==> src/rtl/usart_host_pkg.sv <==
// Shared constants for the USART host register interface.
// Assumes an 8-bit host bus. The bit positions below are decoded by the
// transmitter and receiver, so they must not move.
package usart_host_pkg;
    localparam int DATA_W = 8;

    typedef logic [DATA_W-1:0] hbyte_t;

    // Command register bit positions
    localparam int CMD_TXEN = 0;
    localparam int CMD_DTR  = 1;
    localparam int CMD_RXEN = 2;
    localparam int CMD_BRK  = 3;
    localparam int CMD_ERR  = 4;
    localparam int CMD_RTS  = 5;
    localparam int CMD_IRST = 6;
    localparam int CMD_HUNT = 7;

    // Bits that act as pulses and are never stored
    localparam hbyte_t CMD_PULSE_MASK = hbyte_t'((1 << CMD_ERR) | (1 << CMD_IRST));

    // Index of each access type in the decoder vectors
    localparam int ACC_WR = 0;
    localparam int ACC_RD = 1;
    localparam int ACC_N  = 2;
endpackage

==> src/rtl/usart_bus_decode.sv <==
// Host strobe decoder.
// It qualifies the read and write accesses and finds the first sampled cycle
// of each. An access with both strobes low is treated as no access.
// Assumes the strobes are synchronous to clk.
module usart_bus_decode
    import usart_host_pkg::*;
(
    input  logic clk,
    input  logic rst_n,
    input  logic cs_n,
    input  logic rd_n,
    input  logic wr_n,
    input  logic cd,
    output logic wr_data_stb,
    output logic wr_ctl_stb,
    output logic rd_data_stb,
    output logic rd_active
);
    logic [ACC_N-1:0] acc;
    logic [ACC_N-1:0] acc_q;
    logic [ACC_N-1:0] first;

    // Qualify each access type
    always_comb begin
        acc[ACC_WR] = !cs_n && !wr_n && rd_n;
        acc[ACC_RD] = !cs_n && !rd_n && wr_n;
    end

    // One edge detector per access type
    for (genvar i = 0; i < ACC_N; i++) begin : g_edge
        // Remember whether the access was active in the previous cycle
        always_ff @(posedge clk) begin
            if (!rst_n) acc_q[i] <= 1'b0;
            else        acc_q[i] <= acc[i];
        end
        assign first[i] = acc[i] && !acc_q[i];
    end

    // Split the first cycle by the control/data select
    always_comb begin
        wr_data_stb = first[ACC_WR] && !cd;
        wr_ctl_stb  = first[ACC_WR] && cd;
        rd_data_stb = first[ACC_RD] && !cd;
        rd_active   = acc[ACC_RD];
    end
endmodule

==> src/rtl/usart_ctl_seq.sv <==
// Control write sequencer.
// It holds the mode and command registers and steers each control write to
// one of them. The first control write after reset or internal reset goes
// to mode, and later writes go to command. The error-clear and internal-reset
// bits become one-cycle pulses.
module usart_ctl_seq
    import usart_host_pkg::*;
(
    input  logic   clk,
    input  logic   rst_n,
    input  logic   wr_ctl_stb,
    input  hbyte_t din,
    output hbyte_t mode_byte,
    output hbyte_t cmd_byte,
    output logic   err_clr,
    output logic   int_rst,
    output logic   expect_mode
);
    // Register update for the mode/command sequence
    always_ff @(posedge clk) begin
        if (!rst_n) begin
            mode_byte   <= '0;
            cmd_byte    <= '0;
            expect_mode <= 1'b1;
            err_clr     <= 1'b0;
            int_rst     <= 1'b0;
        end else begin
            err_clr <= 1'b0;
            int_rst <= 1'b0;
            if (wr_ctl_stb) begin
                if (expect_mode) begin
                    mode_byte   <= din;
                    expect_mode <= 1'b0;
                end else if (din[CMD_IRST]) begin
                    mode_byte   <= '0;
                    cmd_byte    <= '0;
                    expect_mode <= 1'b1;
                    int_rst     <= 1'b1;
                end else begin
                    cmd_byte <= din & ~CMD_PULSE_MASK;
                    err_clr  <= din[CMD_ERR];
                end
            end
        end
    end
endmodule

==> src/rtl/usart_read_mux.sv <==
// Read data selector.
// It returns received data or the assembled status byte while a read
// is active, and 0x00 otherwise. The synchronous-detect flag is fixed at 0.
module usart_read_mux
    import usart_host_pkg::*;
(
    input  logic   rd_active,
    input  logic   cd,
    input  hbyte_t rx_data,
    input  logic   dsr_n,
    input  logic   fe,
    input  logic   oe,
    input  logic   pe,
    input  logic   tx_empty,
    input  logic   rx_ready,
    input  logic   tx_ready,
    output hbyte_t dout
);
    hbyte_t status;

    // Assemble the status byte in its fixed layout
    always_comb begin
        status = {!dsr_n, 1'b0, fe, oe, pe, tx_empty, rx_ready, tx_ready};
    end

    // Drive the bus only during a read
    always_comb begin
        if (!rd_active) dout = '0;
        else if (cd)    dout = status;
        else            dout = rx_data;
    end
endmodule

==> src/rtl/usart_host_regs.sv <==
// USART host register interface (top).
// It decodes host accesses, holds the transmit byte and the mode and command
// registers, drives DTR/RTS, and returns data or status on reads.
// Assumes synchronous host strobes and a synchronous active-low reset.
module usart_host_regs
    import usart_host_pkg::*;
(
    input  logic       clk,
    input  logic       rst_n,
    input  logic       cs_n,
    input  logic       rd_n,
    input  logic       wr_n,
    input  logic       cd,
    input  logic [7:0] din,
    output logic [7:0] dout,
    input  logic       dsr_n,
    output logic       dtr_n,
    output logic       rts_n,
    input  logic       tx_ready,
    input  logic       tx_empty,
    input  logic       rx_ready,
    input  logic       fe,
    input  logic       oe,
    input  logic       pe,
    input  logic [7:0] rx_data,
    output logic [7:0] tx_data,
    output logic       tx_load,
    output logic       rx_taken,
    output logic [7:0] mode_byte,
    output logic [7:0] cmd_byte,
    output logic       err_clr,
    output logic       int_rst
);
    logic wr_data_stb;
    logic wr_ctl_stb;
    logic rd_data_stb;
    logic rd_active;
    logic expect_mode;

    usart_bus_decode dec_i (
        .clk         (clk),
        .rst_n       (rst_n),
        .cs_n        (cs_n),
        .rd_n        (rd_n),
        .wr_n        (wr_n),
        .cd          (cd),
        .wr_data_stb (wr_data_stb),
        .wr_ctl_stb  (wr_ctl_stb),
        .rd_data_stb (rd_data_stb),
        .rd_active   (rd_active)
    );

    usart_ctl_seq seq_i (
        .clk         (clk),
        .rst_n       (rst_n),
        .wr_ctl_stb  (wr_ctl_stb),
        .din         (din),
        .mode_byte   (mode_byte),
        .cmd_byte    (cmd_byte),
        .err_clr     (err_clr),
        .int_rst     (int_rst),
        .expect_mode (expect_mode)
    );

    usart_read_mux mux_i (
        .rd_active (rd_active),
        .cd        (cd),
        .rx_data   (rx_data),
        .dsr_n     (dsr_n),
        .fe        (fe),
        .oe        (oe),
        .pe        (pe),
        .tx_empty  (tx_empty),
        .rx_ready  (rx_ready),
        .tx_ready  (tx_ready),
        .dout      (dout)
    );

    // Transmit holding register and the pulses to the transmitter and receiver
    always_ff @(posedge clk) begin
        if (!rst_n) begin
            tx_data  <= '0;
            tx_load  <= 1'b0;
            rx_taken <= 1'b0;
        end else begin
            tx_load  <= wr_data_stb;
            rx_taken <= rd_data_stb;
            if (wr_data_stb) tx_data <= din;
        end
    end

    // Modem control pins, active low
    assign dtr_n = !cmd_byte[CMD_DTR];
    assign rts_n = !cmd_byte[CMD_RTS];
endmodule

==> config.mk <==
export PLATFORM = sky130hd
export DESIGN_NAME = usart_host_regs
export DESIGN_NICKNAME = d
export VERILOG_FILES = /design/src/rtl/usart_host_pkg.sv /design/src/rtl/usart_bus_decode.sv /design/src/rtl/usart_ctl_seq.sv /design/src/rtl/usart_read_mux.sv /design/src/rtl/usart_host_regs.sv
export SDC_FILE = /design/constraint.sdc
export NUM_CORES = 1
export LEC_CHECK = 0
export BUFFER_PORTS_ARGS = -buffer_cell sky130_fd_sc_hd__buf_2
export CAP_MARGIN = 5
export CORE_MARGIN = 2
export CORE_UTILIZATION = 47
export CTS_BUF_LIST = sky130_fd_sc_hd__clkbuf_16
export DETAILED_ROUTE_END_ITERATION = 8
export PLACE_DENSITY_LB_ADDON = 0.25
export SLEW_MARGIN = 10
export SYNTH_ARGS = -nofsm -noshare
export SYNTH_HDL_FRONTEND = slang
export SYNTH_SLANG_ARGS = --single-unit
export TNS_END_PERCENT = 30
==> constraint.sdc <==
create_clock -name clk -period 3.2 [get_ports clk]
set_input_delay 0.64 -clock clk [delete_from_list [all_inputs] [get_ports clk]]
set_output_delay 0.64 -clock clk [all_outputs]
set_load 0.02 [all_outputs]
# After elaboration in Yosys (flattened, before gate mapping)

Index checks and enable logic that the tools add are counted.

Flip-flop bits (word level): 31
Logic and storage cells: 43

Bitwise gates (word level): 3
Mux-type cells: 7
Reduce and logical (&&, ||, !) cells: 23

Operators by type and width:

| kind                | count |
|---|---|
| 8-bit two-way mux   | 5 |
| 1-bit logical AND   | 9 |
| 1-bit zero test     | 9 |
| 2-bit AND reduction | 3 |
| 4-bit OR reduction  | 1 |
| 1-bit inverter      | 3 |
| 1-bit two-way mux   | 2 |
| 2-bit nonzero test  | 1 |

# Longest topological paths before layout

Depth in word-level cells: 7
Depth in mapped cells: 5
Gate-level depth less buffers: 3

# By module

A second synthesis with hierarchy kept.

Cell total of the unflattened synthesis: 132
Area total of the unflattened synthesis: 1,313.8 um^2

Modules (own cells, without submodules):

| module           | cells an instance | seq. area each (um^2) | area an instance (um^2) | instances |
|---|---|---|---|---|
| usart_ctl_seq    | 75                | 340.3                 | 715.7                   | 1 |
| usart_host_regs  | 31                | 200.2                 | 362.8                   | 1 |
| usart_read_mux   | 17                | 0.0                   | 130.1                   | 1 |
| usart_bus_decode | 9                 | 40.0                  | 105.1                   | 1 |

# Worst setup path after synthesis

Ideal clock, no wire load.

Path type: input -> output
From: input port cs_n
To: output port dout[7]
Cell stages on the path: 3
Slack: 695 ps
Data arrival time: 1,865 ps
Path buffers: 1
Required time: 2,560 ps
Path through: or3b_2 > clkbuf_1 > a211oi_1

Word-level cells in the longest chain between the ends: 4

RTL lines:

| element                         | RTL line               | source |
|---|---|---|
| start: declaration              | usart_host_regs.sv:10  | `input logic cs_n,` |
| 1-bit zero test                 | usart_bus_decode.sv:26 | `acc[ACC_RD] = !cs_n && !rd_n && wr_n;` |
| 1-bit logical AND (2 in series) | usart_bus_decode.sv:26 |  |
| 8-bit two-way mux               | usart_read_mux.sv:28   | `if (!rd_active) dout = '0;` |
| end: declaration                | usart_host_regs.sv:15  | `output logic [7:0] dout,` |

No other way between the ends.

# Worst setup path after layout

Same ends and word-level chain as after synthesis.

==> results.md <==
* Status: complete, no violations
* H-tree depth at 2
* Area contributors post-synth: dfxtp_1 (47%), mux2i_1 (16%), nand2_1 (9.4%)
* WP data arrival at 1.75 ns
* Hpwl dp at 2.14 mm
* Post-detailed-route wirelength per cell at 12.6 um
* Longest Clk Path Bufs at 2
* M3 GR Usage at 5.85%
* Mapped cell area at 1230 um2
* Warnings, synthesis at 0
* Avg Inst Size Synth at 9.07 um2
* RR Endpoint: tx_data[1]$_SDFFE_PN0P_
* CP Launch Type: input port
* Register area share after synthesis at 47.1%
* Max cap viols at 0
* Post-CTS Setup Inserts at 0
* Combinational share of power at 9.0%
* Fin nets at 225
* Drt first pass iters at 4
* Crit-path max FO at 10
* Worst-path clk slew at 0.05 ns
* Req. time, crit path at 2.56 ns
* Met2 Usage GRT at 30.8%
* DRC at 0
* Top Usage Layer GRT: met2
* Yosys reg bits at 29
* Met1 usage at 25.4%
* Critical path capture point type: primary output
* Post-route ant nets at 0
* DRT iter0 DRCs at 14
* Vias in the first global route at 1055
* Synth-to-Final Area Change at 35.4%
* Final Hold Viols at 0
* Internal power at 679 uW
* CP peak stage delay at 0.57 ns
* Reg2reg setup slack at 1.53 ns
* Initial antenna violation count at 0
* Via density at 5.02
* # setup viols final at 0
* Clock latency on the worst-skew pair at 0.27 ns
* Synth Area in Compound Gates at 5.78%
* Crit path launch: cs_n
* TritonCTS clock tree: done
* Reg-to-reg critical path startpoint: dec_i.acc_q[0]$_SDFF_PN0_
* Reg power frac at 42.2%
* IO buf count at 64
* Switch Pwr at 201 uW
* Worst Hold Class: flip-flop to flip-flop
* Final Wtd Congestion at 0.715
* Most frequent cells in the layout: buf_2 (64), nand2_1 (31), dfxtp_1 (29)
* Critical path, cell by cell: buf_2 -> or3b_2 -> a211oi_1 -> buf_2
* Post-Synthesis Cells at 136
* Hold endpoint: rx_taken$_SDFF_PN0_
* Root buf cell: clkbuf_16
* Top FF cell, synth: dfxtp_1
* Min-delay src: dec_i.acc_q[1]$_SDFF_PN0_
* Asr flop ratio synth at 0%
* Initial Util at 49.8%
* CTS Hold Bufs at 0
* Via count at 1139
* Die Y-Extent at 55.2 um
* Placed insts at 219
* # clock sinks at 29
* RSZ-0062 raised after global routing: no
* Post-Layout Cell Count at 227
* Clk pwr share at 48.8%
* Crit path time final at 2.39 ns
* ANT cells at 0
* Post-synthesis mux area share at 16.2%
* Worst slew margin relative to its limit at 59.4%
* Die area at 3050 um2
* Num CTS Buffers at 5
* Die width at 55.2 um
* IO Count at 67
* P_leak at 0.860 nW
* Largest net degree at the start of global routing at 41
* Global route total overflow at 0
* Most frequent CP cell: buf_2
* Post-synth EDFFs at 0
* Synthesized-area fraction occupied by adder cells at 0%
* Slew @ Worst Pin at 0.609 ns
* Simple logic cell fraction of the synthesized area at 24.3%
* Area leader, netlist: dfxtp_1
* Largest family of logic cells by synthesized area: simple AND/OR/NAND/NOR gates
* Max IR drop VDD at 518 uV
* Critical Path Slowest Stage Cell: or3b_2
* Core ar. at 2480 um2
* Highest Clock Rate at 418 MHz
* Post_cts resized at 0
* Xor/xnor share of the synthesized area at 0%
* Worst Skew at 0.00103 ns
* Slew Limit Fails at 0
* Share of cells above drive strength 1 at 37.1%
* Commonest non-fill, non-tap cell in the layout: buf_2
* Tcrit/Tclk final at 74.7%
* Synth unique cells at 26
* Switching part of the total at 22.9%
* Setup TNS at 0 ns
* Cell area power density at 527 nW/um2
* Total GRT Usage at 20.1%
* Post-synth top area share at 47.1%
* First-pass GRT wire length at 4.86 mm
* Hold path depth at 1
* Reg2reg path depth at 3
* FP Rows at 18
* Total Wirelength at 2.87 mm
* CP Class: input port to primary output
* Layout filler cell count at 207
-- cell type report --
| type | count | area, um2 | area share [%] |
|---|---|---|---|
| Multi-Input combinational cell | 92 | 579 | 34.7 |
| Tap cell | 30 | 37.5 | 2.25 |
| Timing Repair Buffer | 64 | 320 | 19.2 |
| Inverter | 4 | 15.0 | 0.899 |
| Clock buffer | 5 | 125 | 7.49 |
| Sequential cell | 29 | 581 | 34.8 |
| Clock inverter | 3 | 12.5 | 0.749 |
-- registers in the layout, indices dropped and copies added, names as in the netlist --
signal and count:
tx_data 8, seq_i.cmd_byte 6, seq_i.err_clr 1, tx_load 1, seq_i.mode_byte 8, seq_i.int_rst 1
dec_i.acc_q 2, seq_i.expect_mode 1, rx_taken 1
-- through the flow --
step           power (mW)  hold slack [ns]  util, %  setup slack, ns  cell area (um2)
3_5_place_dp        0.457            0.389     61.9            0.797             1530
3_3_place_gp        0.455            0.387     61.9            0.833             1530
4_1_cts             0.889            0.396     67.4            0.798             1670
5_1_grt             0.914            0.398     67.4            0.724             1670
6_report            0.880            0.396     67.4            0.808             1670
2_1_floorplan       0.428            0.374        -            0.695             1240
-- synthesized netlist by cell type (all sizes together) (2+ instances only) --
library cell  instances
buf                   5
clkbuf                7
dfxtp                29
inv                   4
mux2i                20
nand2                31
nand3b                6
nor2                 10
nor3                  2
o22ai                 8
or3                   2
or3b                  2
-- kinds of logic (layout without fill, tap and decap cells) --
logic type | Yosys count | in the layout
AOI/OAI and AO/OA | 11 | 11
buffers and inverters | 16 | 76
DFF | 29 | 29
muxes | 20 | 20
other | 1 | 2
and+or+nand+nor | 59 | 59
-- power groups by stage --
| stage | registers, mW | clock network [mW] | logic (mW) |
|---|---|---|---|
| finish | 0.371 | 0.430 | 0.0791 |
| global route | 0.371 | 0.456 | 0.0870 |
| CTS | 0.371 | 0.439 | 0.0795 |
| detailed placement | 0.378 | 0 | 0.0791 |
| global placement | 0.378 | 0 | 0.0770 |
| floorplan | 0.384 | 0 | 0.0447 |
-- critical path, delay by kind of cell --
family | cells | cell delay (ns)
AND/OR/NAND/NOR | 1 | 0.57
buffers and inverters | 2 | 0.30
AO/OA/AOI/OAI | 1 | 0.23
-- worst max-delay path by stage --
stage              end  slack (ns)  cells past startpoint
6_report       dout[7]        0.81                      4
3_3_place_gp   dout[7]        0.83                      4
5_1_grt        dout[6]        0.72                      4
4_1_cts        dout[7]        0.80                      4
3_5_place_dp   dout[7]        0.80                      4
2_1_floorplan  dout[7]        0.69                      3
-- metal layers --
metal  wire, um  part of all wire, %  up-vias
li1           -                    -      575
met1       1210                   42      518
met2       1400                   49       41
met3        220                  7.7        5
met4         42                  1.5        0
met5          0                    0        -
(Power assumes the default switching activity.)
